<file path="config.mk">
export PLATFORM = sky130hd
export DESIGN_NAME = rst_release_seq
export DESIGN_NICKNAME = d
export VERILOG_FILES = /design/src/rtl/rrs_pkg.sv /design/src/rtl/rrs_pin_qual.sv /design/src/rtl/rrs_load_sel.sv /design/src/rtl/rrs_timer.sv /design/src/rtl/rst_release_seq.sv
export SDC_FILE = /design/constraint.sdc
export NUM_CORES = 1
export LEC_CHECK = 0
export CAP_MARGIN = 30
export CORE_MARGIN = 2
export CORE_UTILIZATION = 40
export CTS_CLUSTER_SIZE = 40
export DETAILED_ROUTE_END_ITERATION = 8
export SLEW_MARGIN = 20
export SYNTH_ARGS = -nofsm -noshare
export SYNTH_HDL_FRONTEND = slang
export SYNTH_HIERARCHICAL = 1
export SYNTH_SLANG_ARGS = --single-unit
</file>
<file path="constraint.sdc">
create_clock -name clk -period 1.5 [get_ports clk]
set_input_delay 0.225 -clock clk [delete_from_list [all_inputs] [get_ports clk]]
set_output_delay 0.225 -clock clk [all_outputs]
set_load 0.05 [all_outputs]
</file>
<file path="src/rtl/rrs_pkg.sv">
package rrs_pkg;
   typedef enum logic [2:0] {
      ST_POR  = 3'd0,
      ST_STAB = 3'd1,
      ST_WAIT = 3'd2,
      ST_PROC = 3'd3,
      ST_RUN  = 3'd4
   } rrs_state_e;

   function automatic int unsigned rrs_max(input int unsigned a, input int unsigned b);
      return (a > b) ? a : b;
   endfunction

   function automatic int unsigned rrs_min(input int unsigned a, input int unsigned b);
      return (a < b) ? a : b;
   endfunction
endpackage

</file>
<file path="src/rtl/rrs_pin_qual.sv">
module rrs_pin_qual #(
   parameter int unsigned FILT_CYC = 5
) (
   input  logic clk,
   input  logic clr,
   input  logic pin_n,
   output logic valid_o
);
   generate
      if (FILT_CYC <= 1) begin : g_direct
         assign valid_o = ~pin_n;
      end else begin : g_count
         localparam int unsigned QW = $clog2(FILT_CYC + 1);
         localparam logic [QW-1:0] SAT  = QW'(FILT_CYC);
         localparam logic [QW-1:0] LAST = QW'(FILT_CYC - 1);
         logic [QW-1:0] low_q;

         always_ff @(posedge clk) begin
            if (clr || pin_n)     low_q <= '0;
            else if (low_q != SAT) low_q <= low_q + 1'b1;
         end

         assign valid_o = ~pin_n && (low_q == LAST);
      end
   endgenerate
endmodule

</file>
<file path="src/rtl/rrs_load_sel.sv">
module rrs_load_sel #(
   parameter int unsigned CNT_W           = 6,
   parameter int unsigned STAB_CYC        = 40,
   parameter int unsigned FIRST_LVD_CYC   = 30,
   parameter int unsigned FIRST_NOLVD_CYC = 18,
   parameter int unsigned SUB_LVD_CYC     = 24,
   parameter int unsigned SUB_NOLVD_CYC   = 12
) (
   input  logic             pick_stab,
   input  logic             first,
   input  logic             lvd,
   output logic [CNT_W-1:0] val_o
);
   localparam logic [CNT_W-1:0] V_STAB = CNT_W'(STAB_CYC - 1);
   localparam logic [CNT_W-1:0] V_F1   = CNT_W'(FIRST_LVD_CYC - 1);
   localparam logic [CNT_W-1:0] V_F0   = CNT_W'(FIRST_NOLVD_CYC - 1);
   localparam logic [CNT_W-1:0] V_S1   = CNT_W'(SUB_LVD_CYC - 1);
   localparam logic [CNT_W-1:0] V_S0   = CNT_W'(SUB_NOLVD_CYC - 1);

   always_comb begin
      if (pick_stab)  val_o = V_STAB;
      else if (first) val_o = lvd ? V_F1 : V_F0;
      else            val_o = lvd ? V_S1 : V_S0;
   end
endmodule

</file>
<file path="src/rtl/rrs_timer.sv">
module rrs_timer #(
   parameter int unsigned CNT_W = 6
) (
   input  logic             clk,
   input  logic             clr,
   input  logic             load,
   input  logic [CNT_W-1:0] load_val,
   output logic             zero_o
);
   logic [CNT_W-1:0] cnt_q;

   always_ff @(posedge clk) begin
      if (clr)               cnt_q <= '0;
      else if (load)         cnt_q <= load_val;
      else if (cnt_q != '0)  cnt_q <= cnt_q - 1'b1;
   end

   assign zero_o = (cnt_q == '0);
endmodule

</file>
<file path="src/rtl/rst_release_seq.sv">
module rst_release_seq #(
   parameter int unsigned STAB_CYC        = 40,
   parameter int unsigned FILT_CYC        = 5,
   parameter int unsigned FIRST_LVD_CYC   = 30,
   parameter int unsigned FIRST_NOLVD_CYC = 18,
   parameter int unsigned SUB_LVD_CYC     = 24,
   parameter int unsigned SUB_NOLVD_CYC   = 12
) (
   input  logic clk,
   input  logic supply_up,
   input  logic supply_down,
   input  logic ext_rst_n,
   input  logic lvd_en,
   output logic sys_rst,
   output logic cpu_run,
   output logic first_rel
);
   import rrs_pkg::*;

   localparam int unsigned MAX_FIRST = rrs_max(FIRST_LVD_CYC, FIRST_NOLVD_CYC);
   localparam int unsigned MAX_SUB   = rrs_max(SUB_LVD_CYC, SUB_NOLVD_CYC);
   localparam int unsigned MAX_CYC   = rrs_max(rrs_max(STAB_CYC, MAX_FIRST), rrs_max(MAX_SUB, 2));
   localparam int unsigned CNT_W     = $clog2(MAX_CYC);

   generate
      if (STAB_CYC < 1 || FILT_CYC < 1) begin : g_bad_wait
         $error("rst_release_seq: STAB_CYC and FILT_CYC must be at least 1");
      end
      if (SUB_LVD_CYC < 1 || SUB_NOLVD_CYC < 1) begin : g_bad_sub
         $error("rst_release_seq: processing times must be at least 1");
      end
      if (FIRST_LVD_CYC < SUB_LVD_CYC || FIRST_NOLVD_CYC < SUB_NOLVD_CYC) begin : g_bad_order
         $error("rst_release_seq: first release must not be shorter than later ones");
      end
   endgenerate

   rrs_state_e       state_q, state_d;
   logic             first_q, first_d;
   logic             ext_valid, tmr_zero, tmr_load, pick_stab;
   logic [CNT_W-1:0] load_val;

   rrs_pin_qual #(.FILT_CYC(FILT_CYC)) u_qual (
      .clk     (clk),
      .clr     (supply_down),
      .pin_n   (ext_rst_n),
      .valid_o (ext_valid)
   );

   rrs_load_sel #(
      .CNT_W           (CNT_W),
      .STAB_CYC        (STAB_CYC),
      .FIRST_LVD_CYC   (FIRST_LVD_CYC),
      .FIRST_NOLVD_CYC (FIRST_NOLVD_CYC),
      .SUB_LVD_CYC     (SUB_LVD_CYC),
      .SUB_NOLVD_CYC   (SUB_NOLVD_CYC)
   ) u_sel (
      .pick_stab (pick_stab),
      .first     (first_q),
      .lvd       (lvd_en),
      .val_o     (load_val)
   );

   rrs_timer #(.CNT_W(CNT_W)) u_tmr (
      .clk      (clk),
      .clr      (supply_down),
      .load     (tmr_load),
      .load_val (load_val),
      .zero_o   (tmr_zero)
   );

   always_comb begin
      state_d   = state_q;
      first_d   = first_q;
      tmr_load  = 1'b0;
      pick_stab = 1'b0;
      unique case (state_q)
         ST_POR: begin
            first_d   = 1'b1;
            pick_stab = 1'b1;
            if (supply_up) begin
               state_d  = ST_STAB;
               tmr_load = 1'b1;
            end
         end
         ST_STAB: if (tmr_zero) state_d = ST_WAIT;
         ST_WAIT: begin
            if (ext_rst_n) begin
               state_d  = ST_PROC;
               tmr_load = 1'b1;
            end
         end
         ST_PROC: begin
            if (ext_valid) begin
               state_d = ST_WAIT;
            end else if (tmr_zero) begin
               state_d = ST_RUN;
               first_d = 1'b0;
            end
         end
         ST_RUN: if (ext_valid) state_d = ST_WAIT;
         default: state_d = ST_POR;
      endcase
   end

   always_ff @(posedge clk) begin
      if (supply_down) begin
         state_q <= ST_POR;
         first_q <= 1'b1;
      end else begin
         state_q <= state_d;
         first_q <= first_d;
      end
   end

   assign sys_rst   = (state_q != ST_RUN);
   assign cpu_run   = (state_q == ST_RUN);
   assign first_rel = first_q;
endmodule

</file>
==> qor.txt <==
status: finished, violations left
failing checks: negative setup slack
cell count after synthesis: 106
mux contribution to synthesized area: 2.18%
DR DRC count: 0
syn_area_per_cell: 8.65 sq um
die area: 2690 sq um
top cells by count, synth: 13 x dfxtp_1, 9 x inv_1, 7 x nor2_1, 6 x ha_1, 6 x nand2_1
async set or reset register ratio after synthesis: 0%
synthesis-stage register bit count: 13
r2r setup slk: 10 ps
CP max FO: 4
RSZ-0062 raised after global routing: yes
Synth area leaders: dfxtp_1 28%, ha_1 8.2%, inv_1 3.7%, nor2_1 2.9%, xnor2_1 2.9%
share of cells above drive strength 1: 38.3%
DRT antenna net count: 0
Synth Area in Compound Gates: 17.1%
vias per cell: 5.31
vias in the first global route: 849
RR Endpoint: state_q[0]
Hold Startpoint: ext_rst_n
part of the cycle the worst path needs: 101%
Top Ports: 8
maximum clock path buffer count: 2
gpl congestion: 0.766
synth unique cells: 44
chip width: 51.9 um
Routed WL: 2.01 mm
TNS Setup: -8.37 ps
leakage power: 0.538 nW
H-tree Lvls: 1
GRT overflow: 0
CTS Sinks: 13
Worst Hold Endpoint: u_qual/g_count.low_q[2]
Crit-path slowest cell: or3b_4
crit path DAT: 1280 ps
crit-path cells: or3b_4 > inv_2 > buf_12
Post-Syn Nets: 117
Worst R2R Start: u_tmr/cnt_q[1]
VDD IR max: 0.00137 V
via count: 855
cts-stage hold buffer count: 0
Initial Utilization: 41.9%
largest net degree at the start of global routing: 19
num rows: 17
Yosys top cell area share: 28.4%
synthesized cell area: 917 sq um
Ys Warns: 6
TritonCTS clock tree: built
min-delay worst type: primary input to flip-flop
clock latency on the worst-skew pair: 270 ps
required time worst endpoint: 1270 ps
ys flop type: dfxtp_1
Synth Area in Simple Gates: 32.2%
Achievable Freq: 0.663 GHz
Synth Area in XOR/XNOR: 2.86%
Crit Path Category: flip-flop to output port
largest family of logic cells by synthesized area: simple AND/OR/NAND/NOR gates
clk_skew: 0.971 ps
hold path depth: 3
R2R cell count: 8
sequential cell area fraction in the yosys report: 28.4%
Setup crit start kind: flip-flop
synth-to-layout area growth: 37.9%
DRT Pass-1 Iters: 4
I/O Buffers: 7
root cell of the clock tree: clkbuf_4
critical path endpoint category: output port
Top delay family on crit path: simple AND/OR/NAND/NOR gates
P per Cell Area: 1660 nW/um^2
Nets: 145
Final WS setup: -8.37 ps
# fillers: 194
Final setup viols: 1
ant diodes: 0
Reg clk slew, reported paths: 90 ps
Max-cap violations: 0
max incr delay on CP: 430 ps
first-pass GRT wire length: 3.57 mm
Num CTS Buffers: 3
dpl hpwl: 1.46 mm
worst path bufs/invs: 2
GRT Util Overall: 17.8%
final core occ: 57.7%
fin. max-slew vios: 0
Die Span Y: 51.9 um
DR WL/cell: 12.5 um
Core Region: 2190 sq um
most common cell in the netlist: dfxtp_1
Synth Area in Adders: 8.19%
initial antenna violation count: 0
Tmin final: 1510 ps
number of synthesized flops with an enable pin: 0
leading area contributor after synthesis: dfxtp_1
final hold violation count: 0
initial drt markers: 19
## report_power, final
part / switching (mW) / leakage, nW / internal [mW]
sequential: 0.0625 / 0.109 / 0.453
combinational: 0.644 / 0.414 / 0.714
clock: 0.124 / 0.0150 / 0.103
## layout make-up
cell class | count | area, sq um | share of cell area [%]
Multi-Input combinational cell | 77 | 622 | 49.2
Timing Repair Buffer | 30 | 279 | 22.1
Sequential cell | 13 | 269 | 21.3
Tap cell | 28 | 35.0 | 2.77
Inverter | 9 | 33.8 | 2.67
Clock buffer | 4 | 26.3 | 2.08
## per-stage QoR
step | area, sq um | hold slack (ps) | worst slack [ps] | std cells | total power [mW]
CTS | 1230 | 515 | -20.8 | 160 | 2.05
global placement | 1150 | 487 | -181 | 153 | 1.67
finish | 1260 | 330 | -8.37 | 161 | 2.10
floorplan | 920 | 296 | 5.61 | 106 | 1.32
detailed placement | 1150 | 500 | -254 | 153 | 1.69
global route | 1260 | 339 | -90.4 | 161 | 2.26
## worst max path at each step
stage / depth (start not counted) / slack (ps) / start / endpoint
floorplan: 7 / 6 / u_tmr/cnt_q[1] / state_q[1]
global placement: 6 / -180 / ext_rst_n / u_tmr/cnt_q[1]
detailed placement: 6 / -250 / ext_rst_n / u_tmr/cnt_q[1]
CTS: 5 / -20 / u_tmr/cnt_q[4] / state_q[1]
global route: 5 / -90 / u_tmr/cnt_q[4] / state_q[1]
finish: 3 / -8 / state_q[0] / cpu_run
## cells in the final DEF, fill, tap and decap left out, types with 4 or more instances in the layout
master | Yosys | final
dfxtp_1 | 13 | 8
dfxtp_2 | 0 | 4
nor2_1 | 7 | 7
nand2_1 | 6 | 6
nand3_1 | 5 | 5
buf_4 | 3 | 22
inv_1 | 9 | 8
ha_1 | 6 | 5
## layer usage
metal,GRT usage (%),vias up,share of wire [%]
li1,-,431,-
met3,4.31,2,2.3
met1,21.8,409,48
met2,29.5,13,49
met5,0,-,0
met4,7.02,0,0.55
## logic make-up after synthesis
group / Yosys count
mux: 2
compound gates: 19
fa+ha+maj: 6
simple gates: 46
xor+xnor: 3
flops: 13
other cells: 1
buf+inv: 16
## tightest hold or removal path, cell delays in order
cell and delay (ps):
dlymetal6s2s_1 150, buf_4 150, nor4_2 40
## what timing repair did
item,CTS,global route
cloned,0,0
endpoints found under the setup margin,3,7
resized for setup,8,7
pin swaps,2,2
buffers inserted,3,1
## state kept, by name, indices dropped and copies added, names as in the netlist
signal	count
first_rel	1
u_qual/g_count.low_q	3
state_q	3
u_tmr/cnt_q	6
(Power assumes the default switching activity.)
